File: config.mk
export PLATFORM = sky130hd
export DESIGN_NAME = dpot_wiper_ctrl
export DESIGN_NICKNAME = d
export VERILOG_FILES = /design/src/rtl/dpot_pkg.sv /design/src/rtl/dpot_sync.sv /design/src/rtl/dpot_ctrl.sv /design/src/rtl/dpot_wiper.sv /design/src/rtl/dpot_wiper_ctrl.sv
export SDC_FILE = /design/constraint.sdc
export NUM_CORES = 1
export LEC_CHECK = 0
export BUFFER_PORTS_ARGS = -buffer_cell sky130_fd_sc_hd__buf_4
export CORE_UTILIZATION = 50
export DETAILED_ROUTE_END_ITERATION = 6
export PLACE_DENSITY = 0.81
export RECOVER_POWER = 100
export SKIP_LAST_GASP = 1
export SYNTH_ARGS = -nofsm -noshare
export SYNTH_HDL_FRONTEND = slang
export SYNTH_HIERARCHICAL = 1
export SYNTH_SLANG_ARGS = --single-unit
File: constraint.sdc
create_clock -name clk -period 2.7 [get_ports clk]
set_input_delay 0.54 -clock clk [delete_from_list [all_inputs] [get_ports clk]]
set_output_delay 0.54 -clock clk [all_outputs]
set_load 0.02 [all_outputs]
File: src/rtl/dpot_pkg.sv
package dpot_pkg;

   // Control sequencer states
   typedef enum logic [1:0] {
      CS_SETTLE,   // power-up settle, followed by recall
      CS_READY,    // accepting interface activity
      CS_STORE,    // nonvolatile commit in progress
      CS_GAP       // quiet interval after deselect without commit
   } ctl_state_e;

   // Bit order of the synchronized pin vector
   localparam int PIN_SEL = 2;
   localparam int PIN_INC = 1;
   localparam int PIN_UP  = 0;
   localparam int PIN_W   = 3;

endpackage

File: src/rtl/dpot_sync.sv
module dpot_sync #(
   parameter int               STAGES  = 2,
   parameter int               W       = 1,
   parameter logic [W-1:0]     RST_VAL = '0
) (
   input  logic         clk,
   input  logic         rst_n,
   input  logic [W-1:0] d,
   output logic [W-1:0] q
);

   if (STAGES < 2) begin : g_bad_stages
      $error("dpot_sync: STAGES must be at least 2");
   end

   logic [STAGES-1:0][W-1:0] pipe_q;

   always_ff @(posedge clk or negedge rst_n) begin
      if (!rst_n) pipe_q <= {STAGES{RST_VAL}};
      else        pipe_q <= {pipe_q[STAGES-2:0], d};
   end

   assign q = pipe_q[STAGES-1];

endmodule

File: src/rtl/dpot_ctrl.sv
module dpot_ctrl
   import dpot_pkg::*;
#(
   parameter int POS_W      = 7,
   parameter int SETTLE_CYC = 100000,
   parameter int STORE_CYC  = 2000000,
   parameter int GAP_CYC    = 100,
   parameter int NV_INIT    = 0
) (
   input  logic             clk,
   input  logic             rst_n,
   input  logic             sel_n_s,
   input  logic             inc_s,
   input  logic [POS_W-1:0] pos,
   output logic             step,
   output logic             load,
   output logic [POS_W-1:0] nv_val,
   output logic             busy,
   output logic             store_done
);

   localparam int MAX_AB = (SETTLE_CYC > STORE_CYC) ? SETTLE_CYC : STORE_CYC;
   localparam int MAX_C  = (MAX_AB > GAP_CYC) ? MAX_AB : GAP_CYC;
   localparam int TMR_W  = $clog2(MAX_C + 1);

   ctl_state_e       state_q;
   logic [TMR_W-1:0] tmr_q;
   logic             sel_prev_q, inc_prev_q;
   logic             done_q;
   logic [POS_W-1:0] nv_cell = POS_W'(NV_INIT);   // survives reset

   logic sel_rise, inc_fall, tmr_zero, ready;

   assign sel_rise = ~sel_prev_q & sel_n_s;
   assign inc_fall = inc_prev_q & ~inc_s;
   assign tmr_zero = (tmr_q == '0);
   assign ready    = (state_q == CS_READY);

   assign step       = ready & ~sel_n_s & inc_fall;
   assign load       = (state_q == CS_SETTLE) & tmr_zero;
   assign busy       = (state_q == CS_SETTLE) | (state_q == CS_STORE);
   assign nv_val     = nv_cell;
   assign store_done = done_q;

   // Edge history tracks the pins in every state, so activity while
   // busy leaves no stale edge behind.
   always_ff @(posedge clk or negedge rst_n) begin
      if (!rst_n) begin
         sel_prev_q <= 1'b1;
         inc_prev_q <= 1'b1;
      end else begin
         sel_prev_q <= sel_n_s;
         inc_prev_q <= inc_s;
      end
   end

   always_ff @(posedge clk or negedge rst_n) begin
      if (!rst_n) begin
         state_q <= CS_SETTLE;
         tmr_q   <= TMR_W'(SETTLE_CYC - 1);
         done_q  <= 1'b0;
      end else begin
         done_q <= 1'b0;
         case (state_q)
            CS_SETTLE: begin
               if (tmr_zero) state_q <= CS_READY;
               else          tmr_q   <= tmr_q - TMR_W'(1);
            end
            CS_READY: begin
               if (sel_rise) begin
                  if (inc_s) begin
                     state_q <= CS_STORE;
                     tmr_q   <= TMR_W'(STORE_CYC - 1);
                  end else begin
                     state_q <= CS_GAP;
                     tmr_q   <= TMR_W'(GAP_CYC - 1);
                  end
               end
            end
            CS_STORE: begin
               if (tmr_zero) begin
                  state_q <= CS_READY;
                  done_q  <= 1'b1;
               end else begin
                  tmr_q <= tmr_q - TMR_W'(1);
               end
            end
            default: begin
               if (tmr_zero) state_q <= CS_READY;
               else          tmr_q   <= tmr_q - TMR_W'(1);
            end
         endcase
      end
   end

   // Nonvolatile cell: written only when a commit interval expires.
   always_ff @(posedge clk) begin
      if ((state_q == CS_STORE) && tmr_zero) nv_cell <= pos;
   end

endmodule

File: src/rtl/dpot_wiper.sv
module dpot_wiper #(
   parameter int TAPS       = 100,
   parameter int POS_W      = 7,
   parameter bit REG_DECODE = 1'b0
) (
   input  logic             clk,
   input  logic             rst_n,
   input  logic             step,
   input  logic             up,
   input  logic             load,
   input  logic [POS_W-1:0] load_val,
   output logic [POS_W-1:0] pos,
   output logic [TAPS-1:0]  tap_sel
);

   localparam logic [POS_W-1:0] LAST = POS_W'(TAPS - 1);

   logic [POS_W-1:0] pos_q, pos_nxt;

   function automatic logic [TAPS-1:0] one_hot(input logic [POS_W-1:0] p);
      logic [TAPS-1:0] v;
      v = '0;
      for (int i = 0; i < TAPS; i++) v[i] = (p == POS_W'(i));
      return v;
   endfunction

   always_comb begin
      pos_nxt = pos_q;
      if (load) begin
         pos_nxt = load_val;
      end else if (step) begin
         if (up && (pos_q != LAST))       pos_nxt = pos_q + POS_W'(1);
         else if (!up && (pos_q != '0))   pos_nxt = pos_q - POS_W'(1);
      end
   end

   always_ff @(posedge clk or negedge rst_n) begin
      if (!rst_n) pos_q <= '0;
      else        pos_q <= pos_nxt;
   end

   assign pos = pos_q;

   if (REG_DECODE) begin : g_dec_reg
      // Decode ahead of the counter so the switch select leaves a flop.
      logic [TAPS-1:0] tap_q;
      always_ff @(posedge clk or negedge rst_n) begin
         if (!rst_n) tap_q <= one_hot('0);
         else        tap_q <= one_hot(pos_nxt);
      end
      assign tap_sel = tap_q;
   end else begin : g_dec_comb
      for (genvar t = 0; t < TAPS; t++) begin : g_tap
         assign tap_sel[t] = (pos_q == POS_W'(t));
      end
   end

endmodule

File: src/rtl/dpot_wiper_ctrl.sv
module dpot_wiper_ctrl
   import dpot_pkg::*;
#(
   parameter int  TAPS        = 100,
   parameter int  SYNC_STAGES = 2,
   parameter int  SETTLE_CYC  = 100000,
   parameter int  STORE_CYC   = 2000000,
   parameter int  GAP_CYC     = 100,
   parameter int  NV_INIT     = 0,
   parameter bit  REG_DECODE  = 1'b0,
   localparam int POS_W       = $clog2(TAPS)
) (
   input  logic             clk,
   input  logic             rst_n,
   input  logic             sel_n,
   input  logic             inc,
   input  logic             up_dn,
   output logic [TAPS-1:0]  tap_sel,
   output logic [POS_W-1:0] wiper_pos,
   output logic             busy,
   output logic             store_done
);

   if (TAPS < 2) begin : g_bad_taps
      $error("dpot_wiper_ctrl: TAPS must be at least 2");
   end
   if ((NV_INIT < 0) || (NV_INIT >= TAPS)) begin : g_bad_init
      $error("dpot_wiper_ctrl: NV_INIT outside tap range");
   end
   if ((SETTLE_CYC < 1) || (STORE_CYC < 1) || (GAP_CYC < 1)) begin : g_bad_cyc
      $error("dpot_wiper_ctrl: interval counts must be at least 1");
   end

   logic [PIN_W-1:0] pins_s;
   logic             step, load;
   logic [POS_W-1:0] nv_val;

   dpot_sync #(
      .STAGES  (SYNC_STAGES),
      .W       (PIN_W),
      .RST_VAL (3'b110)
   ) u_sync (
      .clk   (clk),
      .rst_n (rst_n),
      .d     ({sel_n, inc, up_dn}),
      .q     (pins_s)
   );

   dpot_ctrl #(
      .POS_W      (POS_W),
      .SETTLE_CYC (SETTLE_CYC),
      .STORE_CYC  (STORE_CYC),
      .GAP_CYC    (GAP_CYC),
      .NV_INIT    (NV_INIT)
   ) u_ctrl (
      .clk        (clk),
      .rst_n      (rst_n),
      .sel_n_s    (pins_s[PIN_SEL]),
      .inc_s      (pins_s[PIN_INC]),
      .pos        (wiper_pos),
      .step       (step),
      .load       (load),
      .nv_val     (nv_val),
      .busy       (busy),
      .store_done (store_done)
   );

   dpot_wiper #(
      .TAPS       (TAPS),
      .POS_W      (POS_W),
      .REG_DECODE (REG_DECODE)
   ) u_wiper (
      .clk      (clk),
      .rst_n    (rst_n),
      .step     (step),
      .up       (pins_s[PIN_UP]),
      .load     (load),
      .load_val (nv_val),
      .pos      (wiper_pos),
      .tap_sel  (tap_sel)
   );

endmodule

==> results of run 1 <==
-- repair_timing --
item,in CTS,in global routing
resized for setup,0,2
setup endpoints to repair,0,1
hold buffers,0,0
-- routing by layer --
| layer | global-route usage (%) | share of wire (%) | wire length, um |
|---|---|---|---|
| met1 | 36.4 | 43 | 4030 |
| met2 | 46.0 | 47 | 4440 |
| met3 | 5.51 | 9.0 | 841 |
| met4 | 7.86 | 0.59 | 55 |
| met5 | 0 | 0 | 0 |
-- per-stage QoR --
step	worst slack [ns]	hold WS (ns)	std cells	power (mW)	util (%)
floorplan	0.310	0.244	404	1.60	-
global placement	0.297	0.336	570	1.77	67.1
detailed placement	0.155	0.340	570	1.81	67.1
CTS	0.127	0.207	578	2.29	68.9
global route	0.0429	0.330	578	2.41	62.5
finish	0.144	0.343	578	2.27	62.5
-- final cells by class --
type	count	area share [%]
clock buffers	7	2.57
clock inverters	1	0.234
well taps	75	2.51
flip-flops and latches	46	32.2
inverters	9	0.903
multi-input cells	315	46.9
repair buffers	125	14.6
-- registers in the layout, indices dropped and copies added (netlist names) --
register	flops
u_ctrl/tmr_q	21
u_ctrl/nv_val	7
u_wiper/pos	7
u_sync/pipe_q	3
u_sync/q	3
u_ctrl/state_q	2
u_ctrl/inc_prev_q	1
u_ctrl/sel_prev_q	1
u_ctrl/store_done	1
-- worst max-delay path, stage by stage, from the launching register on --
cell,delay (ns)
dfrtp_1,0.62
nand3b_1,0.58
nor2_1,0.24
clkbuf_1,0.27
-- final timing paths --
| kind | slack [ns] | end |
|---|---|---|
| setup / recovery | 0.14 | tap_sel[87] |
| hold reg to reg | 0.34 | u_sync/q[0] |
| setup reg to reg | 0.17 | u_ctrl/tmr_q[6] |
| hold / removal | 0.34 | u_sync/q[0] |
| min in group asynchronous | 0.80 | u_ctrl/tmr_q[12] |
| max in group asynchronous | 0.75 | u_wiper/pos[2] |
-- power breakdown --
| group | total [mW] | internal, mW | switching [mW] |
|---|---|---|---|
| Combinational | 0.731 | 0.271 | 0.460 |
| Clock | 0.474 | 0.235 | 0.239 |
| Sequential | 1.07 | 0.885 | 0.183 |
-- cells by family after synthesis --
group	count (synthesis)	synth area share [%]
multiplexers	6	1.95
XOR/XNOR	1	0.278
adder cells (fa/ha/maj)	7	2.78
buffers and inverters	43	6.21
flip-flops	46	38.3
AO/OA/AOI/OAI	59	13.8
AND/OR/NAND/NOR	242	36.6
-- cell usage in the layout, fill, tap and decap left out, types with 3 or more instances in the layout --
master	Yosys	final
a21oi_1	9	9
a31oi_1	3	3
and3_1	3	3
buf_4	4	11
clkbuf_1	21	90
clkbuf_2	1	21
clkbuf_4	1	3
clkbuf_8	0	7
dfrtp_1	23	23
dfstp_1	0	3
dfstp_2	16	13
edfxtp_1	7	7
ha_1	7	7
inv_1	9	9
mux2i_1	5	5
nand2_1	38	38
nand2b_1	3	3
nand3_1	9	9
nand3b_1	4	4
nand4_1	6	6
nor2_1	123	123
nor2b_1	3	3
nor3_1	13	13
nor4_1	7	6
o211ai_1	4	4
o21ai_0	12	13
o31ai_1	7	7
or3_1	8	8
or4_1	4	6
==> metrics, run 1 <==
status finished, violations left; failing checks capacitance limit, slew limit; Vias/cell 5.82; Hold Path Depth 0; RSZ-0062 raised after global routing false; Core ar. 5990 um2; crit share post-route 94.7%; Seq/Total Area, Yosys 38.3%; Reg2Reg Depth 6; Die X 81.3 um; via count 3,363; multi-input logic area 1760 um2; setup TNS 0 ns; Site Rows 28; fillers 604; Detailed Routing Iterations Pass 1 5; Synth area leader dfrtp_1; clock tree buffer depth 2; H-tree Lvls 2; CTS Sinks 46; worst endpoint required time 2.16 ns; Mapped Avg Cell Area 7.79 um2; initial antenna violation count 0; Worst Setup Start Kind register; Slew Viols, Final 40; root buf cell clkbuf_8; Total Die Area 6610 um2; min Tclk post-route 2.56 ns; Hold Crit Class reg2reg; Setup CP Type reg2out; Gate Count Post-Synth 404; All-Layer GR Usage 27.7%; worst-margin pin slew 2.01 ns; DRT antenna net count 0; WL per Instance 16.2 um; Crit Path Max Fanout 16; Slew HR -33.7%; library cells used by synthesis 64; crit path DAT 2.02 ns; crit path from u_wiper/pos[6]; Initial DRC Count 278; first-pass GRT wire length 14.3 mm; Final setup viols 0; largest net degree at the start of global routing 40; PortBufs 113; Area Growth Syn to Fin 19.0%; RR Startpoint u_ctrl/tmr_q[5]; maximum VDD drop 0.505 mV; placer congestion estimate 0.855; final instance area 3740 um2; element type at the critical path end output port; synth top area cells dfrtp_1 18%, nor2_1 15%, dfstp_2 13%, edfxtp_1 6.7%, nand2_1 4.5%; number of buffers created by CTS 5; dpl cell area 4020 um2; Warnings, synthesis 6; synthesized flop and latch total 46; post-synthesis instance area 3150 um2; die height 81.3 um; Post-synth ARST share 84.8%; Final Hold Viols 0; FF/Latch Area 1210 um2; Net Count, Synth 416; DP Wirelength 6.79 mm; clock slew seen by the registers of the worst setup and hold paths 0.09 ns; PD cells 607 nW/um2; number of flops mapped to enable cells by yosys 7; most frequent cells after synthesis 123 x nor2_1, 38 x nand2_1, 23 x dfrtp_1, 21 x clkbuf_1, 16 x dfstp_2; post-synth top area share 18.3%; Peak Freq 0.391 GHz; ant diodes 0; TritonCTS clock tree done; nets@finish 514; HP Start u_sync/pipe_q[0]; via count of the first global-routing pass 2,943; layout cells sized above 1 13.3%; dominant synthesized flop cell dfrtp_1; post-CTS setup buffer count 0; I/O pin total 114; Max-Cap Viols 1; Clock Latency Late Sink 0.30 ns; leakage 1.32 nW; WL final 9.38 mm; GRT overflow 0; clock skew 0.0106 ns; DRC 0; most frequent cell after synthesis nor2_1; Initial Utilization 52.5%
(Power assumes the default switching activity.)
==> inputs of run 2 (changes only) <==
CORE_UTILIZATION = 54   (was 50)
PLACE_DENSITY = 0.86   (was 0.81)
clock period = 3.22 ns   (was 2.7 ns; I/O delays follow)
==> run 2 against run 1 <==
  * Largest cell class unchanged
  * The run still ends with capacitance limit, slew limit left
  * Highest routed layer unchanged
  * Clock power shrank 28%
  * First-iteration DRC count is 44% higher
  * Non-clock buffer count fell by 6
  * Design area down 3.0%
  * Critical path type unchanged
  * Register-to-register slack improved by 0.24 ns
==> metrics, run 2 (synthesized netlist as in run 1, its figures left out) <==
Initial DRC Count 400 (+44%); Die X 78.3 um (-3.7%); Max-Cap Viols 1 (unchanged); Final setup viols 0 (unchanged); status finished, violations left; largest net degree at the start of global routing 40 (unchanged); leakage 1.20 nW (-8.9%); worst endpoint required time 2.58 ns (+0.42 ns); number of buffers created by CTS 5 (unchanged); PD cells 505 nW/um2 (-17%); Crit Path Max Fanout 9 (-7); Initial Utilization 56.4% (+3.9 points); clock tree buffer depth 2 (unchanged); DRC 0 (unchanged); Final Core Density 65.1% (+2.6 points); ant diodes 0 (unchanged); cts repair resizes 0 (unchanged); crit path DAT 2.21 ns (+0.19 ns); min Tclk post-route 2.86 ns; worst r2r dst u_ctrl/tmr_q[12]; Slew Viols, Final 40 (unchanged); Hold Crit Class reg2reg; TritonCTS clock tree done; most frequent cells in the layout 123 x nor2_1, 113 x clkbuf_1, 38 x nand2_1, 23 x dfrtp_1; Vias/cell 5.92 (+1.8%); Peak Freq 0.350 GHz; RSZ-0062 raised after global routing false; first-pass GRT wire length 14.8 mm (+3.4%); GRT overflow 0 (unchanged); crit share post-route 88.7%; clock skew 0.00873 ns (-0.00182 ns); Detailed Routing Iterations Pass 1 5 (unchanged); setup TNS 0 ns (unchanged); Total Die Area 6130 um2 (-7.2%); Hold Path Depth 0 (unchanged); CTS Sinks 46 (unchanged); Worst Setup Start Kind register; RR Startpoint u_ctrl/tmr_q[5]; H-tree Lvls 2 (unchanged); initial antenna violation count 0 (unchanged); maximum VDD drop 0.376 mV (-26%); Worst Hold Endpoint u_sync/q[0]; Setup CP Type reg2out; PortBufs 113 (unchanged); most common cell after layout, fill and taps aside nor2_1; I/O pin total 114 (unchanged); Post-CTS Hold Fix Bufs 0 (unchanged); Reg2Reg Depth 5 (-1); Biggest register u_ctrl/tmr_q; worst-margin pin slew 2.07 ns (+0.0679 ns); clock slew seen by the registers of the worst setup and hold paths 0.08 ns (about the same); Final Hold Viols 0 (unchanged); DRT antenna net count 0 (unchanged); WL final 9.41 mm (+0.36%); max reg flops 21 (unchanged); via count of the first global-routing pass 2,997 (+1.8%); placer congestion estimate 0.934 (+9.2%); layout cells sized above 1 7.04% (-6.3 points); die height 78.3 um (-3.7%); failing checks capacitance limit, slew limit; via count 3,371 (+0.24%); Clock Latency Late Sink 0.29 ns (about the same); Slew HR -38.2% (-4.5 points); nets@finish 508 (-1.2%); WL per Instance 16.5 um (+2.0%); HP Start u_sync/pipe_q[0]; Site Rows 27 (-3.6%); worst reg-to-reg setup slack 0.41 ns (+0.24 ns); root buf cell clkbuf_8; Core ar. 5570 um2 (-7.0%); DP Wirelength 6.73 mm (-0.90%); Area Growth Syn to Fin 15.4%; element type at the critical path end output port; All-Layer GR Usage 30.2% (+2.4 points); post-CTS setup buffer count 0 (unchanged)
run 2: changes by cell type in the layout (fill, tap and decap cells not counted), sizes merged:
cell,before,now
clkinv,1,0
buf,11,5
inv,9,10
run 2: cell type report:
type | instances | area (um2)
repair buffers | 119 | 477
flip-flops and latches | 46 | 1210
multi-input cells | 315 | 1740
well taps | 72 | 90.1
clock inverters | 1 | 6.26
clock buffers | 7 | 76.3
fillers | 550 | 1950
inverters | 9 | 33.8
run 2: worst max-delay path by stage:
stage | start | cells after the start | slack (ns) | endpoint
after global placement | u_ctrl/tmr_q[16] | 7 | 0.77 | u_wiper/pos[6]
after CTS | u_wiper/pos[1] | 4 | 0.47 | tap_sel[19]
after floorplan | u_wiper/pos[5] | 5 | 0.82 | tap_sel[16]
after global routing | u_wiper/pos[0] | 4 | 0.24 | tap_sel[19]
after detailed placement | u_ctrl/tmr_q[19] | 7 | 0.71 | u_wiper/pos[6]
final | u_wiper/pos[0] | 4 | 0.36 | tap_sel[19]
run 2: where the power goes:
| part | internal, mW | leakage (nW) | switching, mW |
|---|---|---|---|
| Sequential | 0.742 | 0.487 | 0.155 |
| Clock | 0.155 | 0.0428 | 0.188 |
| Combinational | 0.221 | 0.674 | 0.372 |
| Total | 1.12 | 1.20 | 0.715 |
run 2: through the flow:
step / std cells / area, um2 / worst slack, ns / power (mW) / hold slack, ns
after floorplan: 404 / 3150 / 0.819 / 1.34 / 0.331
after global placement: 561 / 3970 / 0.771 / 1.48 / 0.338
after detailed placement: 561 / 3970 / 0.715 / 1.51 / 0.349
after CTS: 569 / 4060 / 0.471 / 1.85 / 0.322
after global routing: 569 / 3630 / 0.239 / 1.95 / 0.362
final: 569 / 3630 / 0.362 / 1.83 / 0.362
run 2: worst max-delay path, stage by stage, from the launching register on:
cell	delay (ns)
dfrtp_1	0.54
ha_1	0.43
or3b_1	0.52
nor2_1	0.16
clkbuf_1	0.27
run 2: metal layers:
layer | global-route usage, % | part of all wire [%] | vias to the layer above
li1 | - | - | 1590
met1 | 40.2 | 44 | 1572
met2 | 51.1 | 47 | 197
met3 | 4.65 | 8.3 | 12
met4 | 7.78 | 0.99 | 0
met5 | 0 | 0 | -
